`src/rtl/pll_ldr_pkg.sv`:
```
package pll_ldr_pkg;
  localparam int BYTE_W   = 8;
  localparam int NUM_REGS = 4;

  typedef enum logic [2:0] {
    RX_IDLE,
    RX_SHIFT,
    RX_DECIDE,
    RX_ACK,
    RX_IGNORE
  } rx_state_e;

  function automatic logic [BYTE_W-1:0] addr_for_sel(input logic [1:0] sel);
    case (sel)
      2'b00:   return 8'hC2;
      2'b01:   return 8'hC0;
      2'b10:   return 8'hC4;
      default: return 8'hC6;
    endcase
  endfunction
endpackage

```
`src/rtl/pll_ldr_line_sync.sv`:
```
module pll_ldr_line_sync #(
  parameter int STAGES = 2
) (
  input  logic clk_i,
  input  logic rst_ni,
  input  logic bus_clk_i,
  input  logic bus_dat_i,
  output logic dat_s_o,
  output logic clk_hi_o,
  output logic clk_rise_o,
  output logic clk_fall_o,
  output logic start_o,
  output logic stop_o
);
  // index 0 = bus clock, 1 = bus data
  logic [1:0] ff_q [STAGES];
  logic [1:0] prev_q;

  always_ff @(posedge clk_i or negedge rst_ni) begin
    if (!rst_ni) ff_q[0] <= 2'b11;
    else         ff_q[0] <= {bus_dat_i, bus_clk_i};
  end

  for (genvar s = 1; s < STAGES; s++) begin : g_stage
    always_ff @(posedge clk_i or negedge rst_ni) begin
      if (!rst_ni) ff_q[s] <= 2'b11;
      else         ff_q[s] <= ff_q[s-1];
    end
  end

  always_ff @(posedge clk_i or negedge rst_ni) begin
    if (!rst_ni) prev_q <= 2'b11;
    else         prev_q <= ff_q[STAGES-1];
  end

  logic c_now, c_old, d_now, d_old;
  assign c_now = ff_q[STAGES-1][0];
  assign d_now = ff_q[STAGES-1][1];
  assign c_old = prev_q[0];
  assign d_old = prev_q[1];

  assign dat_s_o    = d_now;
  assign clk_hi_o   = c_now & c_old;
  assign clk_rise_o = c_now & ~c_old;
  assign clk_fall_o = ~c_now & c_old;
  assign start_o    = c_now & c_old & d_old & ~d_now;
  assign stop_o     = c_now & c_old & ~d_old & d_now;

  // bus conditions and clock edges are mutually exclusive per cycle
  p_cond_excl_r2: assert property (@(posedge clk_i) disable iff (!rst_ni)
    $onehot0({start_o, stop_o, clk_rise_o, clk_fall_o}));
endmodule

```
`src/rtl/pll_ldr_byte_rx.sv`:
```
module pll_ldr_byte_rx
  import pll_ldr_pkg::*;
(
  input  logic              clk_i,
  input  logic              rst_ni,
  input  logic [1:0]        addr_sel_i,
  input  logic              dat_s_i,
  input  logic              clk_hi_i,
  input  logic              clk_rise_i,
  input  logic              clk_fall_i,
  input  logic              start_i,
  input  logic              stop_i,
  output logic              data_stb_o,
  output logic [BYTE_W-1:0] data_o,
  output logic              oe_o
);
  localparam int CNT_W = $clog2(BYTE_W);

  rx_state_e         state_q;
  logic [CNT_W-1:0]  bit_cnt_q;
  logic [BYTE_W-1:0] shreg_q;
  logic              is_addr_q;
  logic              oe_q;
  logic              stb_q;
  logic              addr_ok;

  assign addr_ok = (shreg_q == addr_for_sel(addr_sel_i));

  always_ff @(posedge clk_i or negedge rst_ni) begin
    if (!rst_ni) begin
      state_q   <= RX_IDLE;
      bit_cnt_q <= '0;
      shreg_q   <= '0;
      is_addr_q <= 1'b0;
      oe_q      <= 1'b0;
      stb_q     <= 1'b0;
    end else begin
      stb_q <= 1'b0;
      if (start_i) begin
        state_q   <= RX_SHIFT;
        bit_cnt_q <= '0;
        is_addr_q <= 1'b1;
        oe_q      <= 1'b0;
      end else if (stop_i) begin
        state_q <= RX_IDLE;
        oe_q    <= 1'b0;
      end else begin
        case (state_q)
          RX_SHIFT: if (clk_rise_i) begin
            shreg_q   <= {shreg_q[BYTE_W-2:0], dat_s_i};
            bit_cnt_q <= bit_cnt_q + 1'b1;
            if (bit_cnt_q == CNT_W'(BYTE_W-1)) begin
              state_q <= RX_DECIDE;
              stb_q   <= ~is_addr_q;
            end
          end
          RX_DECIDE: if (clk_fall_i) begin
            if (is_addr_q && !addr_ok) begin
              state_q <= RX_IGNORE;
            end else begin
              state_q <= RX_ACK;
              oe_q    <= 1'b1;
            end
          end
          RX_ACK: if (clk_fall_i) begin
            oe_q      <= 1'b0;
            is_addr_q <= 1'b0;
            bit_cnt_q <= '0;
            state_q   <= RX_SHIFT;
          end
          default: ;
        endcase
      end
    end
  end

  assign data_stb_o = stb_q;
  assign data_o     = shreg_q;
  assign oe_o       = oe_q;

  p_oe_steady_r11: assert property (@(posedge clk_i) disable iff (!rst_ni)
    (clk_hi_i && !start_i && !stop_i) |=> $stable(oe_q));
  p_stop_release_r10: assert property (@(posedge clk_i) disable iff (!rst_ni)
    stop_i |=> (!oe_q && state_q == RX_IDLE));
  p_ack_low_phase_r5: assert property (@(posedge clk_i) disable iff (!rst_ni)
    $rose(oe_q) |-> !clk_rise_i && $past(clk_fall_i));
  p_mismatch_quiet_r4: assert property (@(posedge clk_i) disable iff (!rst_ni)
    (state_q == RX_IGNORE) |-> !oe_q && !stb_q);
endmodule

```
`src/rtl/pll_ldr_word_asm.sv`:
```
module pll_ldr_word_asm
  import pll_ldr_pkg::*;
#(
  parameter int BYTES_PER_WORD = 3,
  localparam int WORD_W = BYTE_W * BYTES_PER_WORD
) (
  input  logic                             clk_i,
  input  logic                             rst_ni,
  input  logic                             clr_i,
  input  logic                             data_stb_i,
  input  logic [BYTE_W-1:0]                data_i,
  output logic [NUM_REGS-1:0][WORD_W-1:0]  regs_o
);
  localparam int ACC_W = WORD_W - BYTE_W;
  localparam int GRP_W = $clog2(BYTES_PER_WORD);
  localparam int SEL_W = $clog2(NUM_REGS);

  logic [GRP_W-1:0]  grp_q;
  logic [ACC_W-1:0]  acc_q;
  logic              commit;
  logic [WORD_W-1:0] word;

  assign commit = data_stb_i && (grp_q == GRP_W'(BYTES_PER_WORD-1));
  assign word   = {acc_q, data_i};

  always_ff @(posedge clk_i or negedge rst_ni) begin
    if (!rst_ni) begin
      grp_q <= '0;
      acc_q <= '0;
    end else if (clr_i) begin
      grp_q <= '0;
    end else if (data_stb_i) begin
      if (commit) begin
        grp_q <= '0;
      end else begin
        grp_q <= grp_q + 1'b1;
        acc_q <= (acc_q << BYTE_W) | ACC_W'(data_i);
      end
    end
  end

  for (genvar g = 0; g < NUM_REGS; g++) begin : g_reg
    always_ff @(posedge clk_i or negedge rst_ni) begin
      if (!rst_ni) regs_o[g] <= '0;
      else if (commit && word[SEL_W-1:0] == SEL_W'(g)) regs_o[g] <= word;
    end

    p_write_on_byte_r6: assert property (@(posedge clk_i) disable iff (!rst_ni)
      (regs_o[g] != $past(regs_o[g])) |-> $past(data_stb_i) && !$past(clr_i));
    p_sel_match_r7: assert property (@(posedge clk_i) disable iff (!rst_ni)
      (regs_o[g] != $past(regs_o[g])) |-> regs_o[g][SEL_W-1:0] == SEL_W'(g));
  end

  p_grp_bound_r6: assert property (@(posedge clk_i) disable iff (!rst_ni)
    grp_q < GRP_W'(BYTES_PER_WORD));
  p_clr_group_r9: assert property (@(posedge clk_i) disable iff (!rst_ni)
    clr_i |=> grp_q == '0);
endmodule

```
`src/rtl/pll_serial_loader.sv`:
```
module pll_serial_loader
  import pll_ldr_pkg::*;
#(
  parameter int SYNC_STAGES    = 2,
  parameter int BYTES_PER_WORD = 3,
  localparam int WORD_W = BYTE_W * BYTES_PER_WORD
) (
  input  logic              clk_i,
  input  logic              rst_ni,
  input  logic              bus_clk_i,
  input  logic              bus_dat_i,
  input  logic [1:0]        addr_sel_i,
  output logic              dat_oe_o,
  output logic [WORD_W-1:0] pll2_ref_o,
  output logic [WORD_W-1:0] pll2_main_o,
  output logic [WORD_W-1:0] pll1_ref_o,
  output logic [WORD_W-1:0] pll1_main_o
);
  logic dat_s, clk_hi, clk_rise, clk_fall, start, stop;
  logic data_stb;
  logic [BYTE_W-1:0] data_byte;
  logic [NUM_REGS-1:0][WORD_W-1:0] regs;

  pll_ldr_line_sync #(.STAGES(SYNC_STAGES)) i_sync (
    .clk_i      (clk_i),
    .rst_ni     (rst_ni),
    .bus_clk_i  (bus_clk_i),
    .bus_dat_i  (bus_dat_i),
    .dat_s_o    (dat_s),
    .clk_hi_o   (clk_hi),
    .clk_rise_o (clk_rise),
    .clk_fall_o (clk_fall),
    .start_o    (start),
    .stop_o     (stop)
  );

  pll_ldr_byte_rx i_rx (
    .clk_i      (clk_i),
    .rst_ni     (rst_ni),
    .addr_sel_i (addr_sel_i),
    .dat_s_i    (dat_s),
    .clk_hi_i   (clk_hi),
    .clk_rise_i (clk_rise),
    .clk_fall_i (clk_fall),
    .start_i    (start),
    .stop_i     (stop),
    .data_stb_o (data_stb),
    .data_o     (data_byte),
    .oe_o       (dat_oe_o)
  );

  pll_ldr_word_asm #(.BYTES_PER_WORD(BYTES_PER_WORD)) i_asm (
    .clk_i      (clk_i),
    .rst_ni     (rst_ni),
    .clr_i      (start | stop),
    .data_stb_i (data_stb),
    .data_i     (data_byte),
    .regs_o     (regs)
  );

  assign pll2_ref_o  = regs[0];
  assign pll2_main_o = regs[1];
  assign pll1_ref_o  = regs[2];
  assign pll1_main_o = regs[3];

  p_reset_idle_r1: assert property (@(posedge clk_i) disable iff (!rst_ni)
    $rose(dat_oe_o) |-> !start && !stop);
endmodule

```
`config.mk`:
```
export PLATFORM = sky130hd
export DESIGN_NAME = pll_serial_loader
export DESIGN_NICKNAME = d
export VERILOG_FILES = /design/src/rtl/pll_ldr_pkg.sv /design/src/rtl/pll_ldr_line_sync.sv /design/src/rtl/pll_ldr_byte_rx.sv /design/src/rtl/pll_ldr_word_asm.sv /design/src/rtl/pll_serial_loader.sv
export SDC_FILE = /design/constraint.sdc
export NUM_CORES = 1
export LEC_CHECK = 0
export ABC_AREA = 0
export BUFFER_PORTS_ARGS = -buffer_cell sky130_fd_sc_hd__buf_2
export CELL_PAD_IN_SITES_DETAIL_PLACEMENT = 1
export CELL_PAD_IN_SITES_GLOBAL_PLACEMENT = 2
export CORE_ASPECT_RATIO = 0.9
export CORE_UTILIZATION = 25
export DETAILED_ROUTE_END_ITERATION = 10
export GPL_TIMING_DRIVEN = 0
export PLACE_DENSITY = 0.64
export SYNTH_ARGS = -nofsm -noshare
export SYNTH_HDL_FRONTEND = slang
export SYNTH_SLANG_ARGS = --single-unit
```
`constraint.sdc`:
```
create_clock -name clk_i -period 2.1 [get_ports clk_i]
set_clock_uncertainty 0.1 [all_clocks]
set_input_delay 0.42 -clock clk_i [delete_from_list [all_inputs] [get_ports clk_i]]
set_output_delay 0.42 -clock clk_i [all_outputs]
set_load 0.02 [all_outputs]
```
==> results.cfg <==
[run_status]
status = finished clean

[yosys]
synth_nets = 350
synthTopCellsByCount = 131 x dfrtp_1, 112 x mux2_2, 7 x o21ai_0
synth_simple_gate_area_share_pct = 5.99
synth_ff_type = dfrtp_1
avgSynthCellArea_um2 = 15.7
async_flop_share_pct = 100
syn_area_um2 = 5350
synth_xor_area_share_pct = 0.491
synth_top_area_share_pct = 61.3
synthDistinctLibCells = 40
synthMostInstantiatedCell = dfrtp_1
synthTopCellsByArea = dfrtp_1 61%, mux2_2 24%, dfstp_2 2.9%
synth_edf_count = 0
yosys_warnings = 0
synth_compound_area_share_pct = 1.96
muxShareOfSynthArea_pct = 24.1
ys_seq_elements = 137
synthAdderAreaFrac_pct = 0.936
netlist_instances = 340
yosysTopAreaCell = dfrtp_1
synth_top_family_by_area = multiplexers
seq_area_frac_synth_pct = 64.2

[route]
wl_per_cell_um = 16.6
drt_iter0_drc = 89
vias_per_cell = 4.30
ant_nets = 0
drc = 0
num_vias = 3303
routed_wl_mm = 12.7
drtPass1Iterations = 4

[worst_setup_path]
cp-end-kind = register
start_kind = register
crit_family = flip-flops
cp_cell_sequence = clkbuf_2 > and4bb_2 > nor2b_1 > buf_4 > mux2_2
cp_data_required_time_ns = 2.29
slowest_delay_ns = 0.53
path_class = register to register
cp_slowest_cell = dfstp_2
path_buf_inv = 2
cp.arrival_ns = 2.11
critPathMaxFanout = 10

[timing]
slew_viol_final = 0
hold_violations = 0
finalCritPeriodShare_pct = 91.4
period_needed_ns = 1.92
fmax_mhz = 521
relSlewSlack_pct = 56.7
setup_violations = 0
tightest_slew_ns = 0.650
grt_setup_unrepaired = false

[global_routing]
grt_pass1_vias = 3479
grt_max_degree = 70
grt_use_met2_pct = 19.2
met3_usage_pct = 3.50
grt_pass1_wl_mm = 20.6
grt-busiest-layer = met2
grt.total_usage_pct = 12.6
overflow = 0
grt_antenna_before_repair = 0
use_met1_pct = 17.2

[clocking]
cts_tree = yes
path_clk_slew_ns = 0.06
htreeDepth = 4
cts.sinks = 137
clkLatencyLatePin_ns = 0.41
cts-root-buf = clkbuf_16
clock_path_buffers = 2
cts_made_buffers = 17

[placement]
place_area_um2 = 6250
routabilityCongestion = 0.714
port_buffers = 102
dp_hpwl_mm = 8.81

[die]
die_x_um = 156
fp.dieH_um = 141
die-area_um2 = 22000
io_pins = 103
row_count = 50
core_um2 = 20900
initial_utilization_pct = 25.6

[cells_and_area]
final_area_um2 = 6920
drive_above_1_share_pct = 56.6
diodes = 0
area_delta_synth_final_pct = 29.3
nets = 479

[pwr]
power_mw = 6.39
ir_drop_mv = 0.471
leakagePower_nw = 3.73
power_density_nw_per_um2 = 924

[flow_run]
drv_cap = 0

[hold_path]
hp-class = register to register
cell families after synthesis:
group,after synthesis
flops,137
mux,115
simple gates,43
buf+inv,20
compound gates,18
fa+ha+maj,4
xor+xnor,3
per-stage QoR:
step | cells | setup WS, ns | hold slack, ns | TNS (ns) | utilization (%)
floorplan | 340 | 0.329 | 0.0244 | 0 | -
global placement | 728 | -1.39 | 0.247 | -183.95 | 29.8
detailed placement | 729 | -0.00754 | 0.249 | -0.0117 | 29.9
CTS | 764 | 0.0945 | 0.258 | 0 | 33.0
global route | 768 | 0.0708 | 0.261 | 0 | 33.1
finish | 768 | 0.181 | 0.256 | 0 | 33.1
path summary, 6_finish.rpt:
path	cells after the start	to	slack, ns	from
worst min-delay path	0	i_sync.dat_s_o	0.26	i_sync.ff_q[3]
worst max register to register	5	i_rx.data_o[6]	0.18	i_sync.c_now
min in group asynchronous	2	i_asm.regs_o[30]	0.49	rst_ni
max in group asynchronous	3	i_sync.prev_q[0]	0.62	rst_ni
worst min register to register	0	i_sync.dat_s_o	0.26	i_sync.ff_q[3]
worst max-delay path	5	i_rx.data_o[6]	0.18	i_sync.c_now
per-layer routing:
metal	vias up	wire length (µm)
li1	1478	-
met1	1732	6030
met2	79	5870
met3	14	647
met4	0	163
met5	-	0
flip-flops by register name, indices dropped and copies added, names as in the netlist:
signal / flops
i_rx.oe_o: 1
i_sync.ff_q: 2
i_rx.is_addr_q: 1
i_rx.state_q: 3
i_sync.prev_q: 2
i_asm.acc_q: 16
i_asm.grp_q: 2
i_sync.dat_s_o: 1
i_rx.data_stb_o: 1
i_asm.regs_o: 96
i_sync.c_now: 1
i_rx.data_o: 8
i_rx.bit_cnt_q: 3
power breakdown:
| group | switching, mW | leakage, nW | internal, mW |
|---|---|---|---|
| Sequential | 0.209 | 1.87 | 2.77 |
| Clock | 1.03 | 0.289 | 1.94 |
| Combinational | 0.234 | 1.58 | 0.209 |
| Total | 1.47 | 3.73 | 4.92 |
area by class of cell:
cell class	count	area, µm²
flip-flops and latches	137	3440
clock inverters	2	60.1
clock buffers	30	534
inverters	6	22.5
repair buffers	110	604
plain buffers	14	97.6
fillers	2254	14000
multi-input cells	183	1800
well taps	286	358
cells in the final DEF, fill, tap and decap left out, types with 2 or more instances in the layout:
| cell | instances |
|---|---|
| dfrtp_1 | 131 |
| mux2_2 | 112 |
| buf_2 | 106 |
| clkbuf_16 | 17 |
| buf_4 | 10 |
| o21ai_0 | 7 |
| clkbuf_1 | 7 |
| inv_1 | 6 |
| nor2_1 | 6 |
| clkbuf_8 | 6 |
| dfstp_2 | 6 |
| nor2b_1 | 5 |
| nand2_1 | 5 |
| a21oi_1 | 5 |
| nand2b_1 | 4 |
| nand3b_1 | 4 |
| ha_1 | 4 |
| buf_6 | 3 |
| mux2i_1 | 3 |
| dlygate4sd3_1 | 3 |
| nor3b_1 | 2 |
| nand3b_4 | 2 |
| xnor2_1 | 2 |
| nor3_1 | 2 |
| bufinv_16 | 2 |
repair_timing:
item                       in CTS  in global routing
hold buffers                    3                  0
setup buffers                   0                  4
pin swaps                       0                  2
setup endpoints to repair      22                 10
resized for setup               2                  0
hold endpoints to repair       66                  0
No activity file was read; power rests on OpenSTA's default activity.
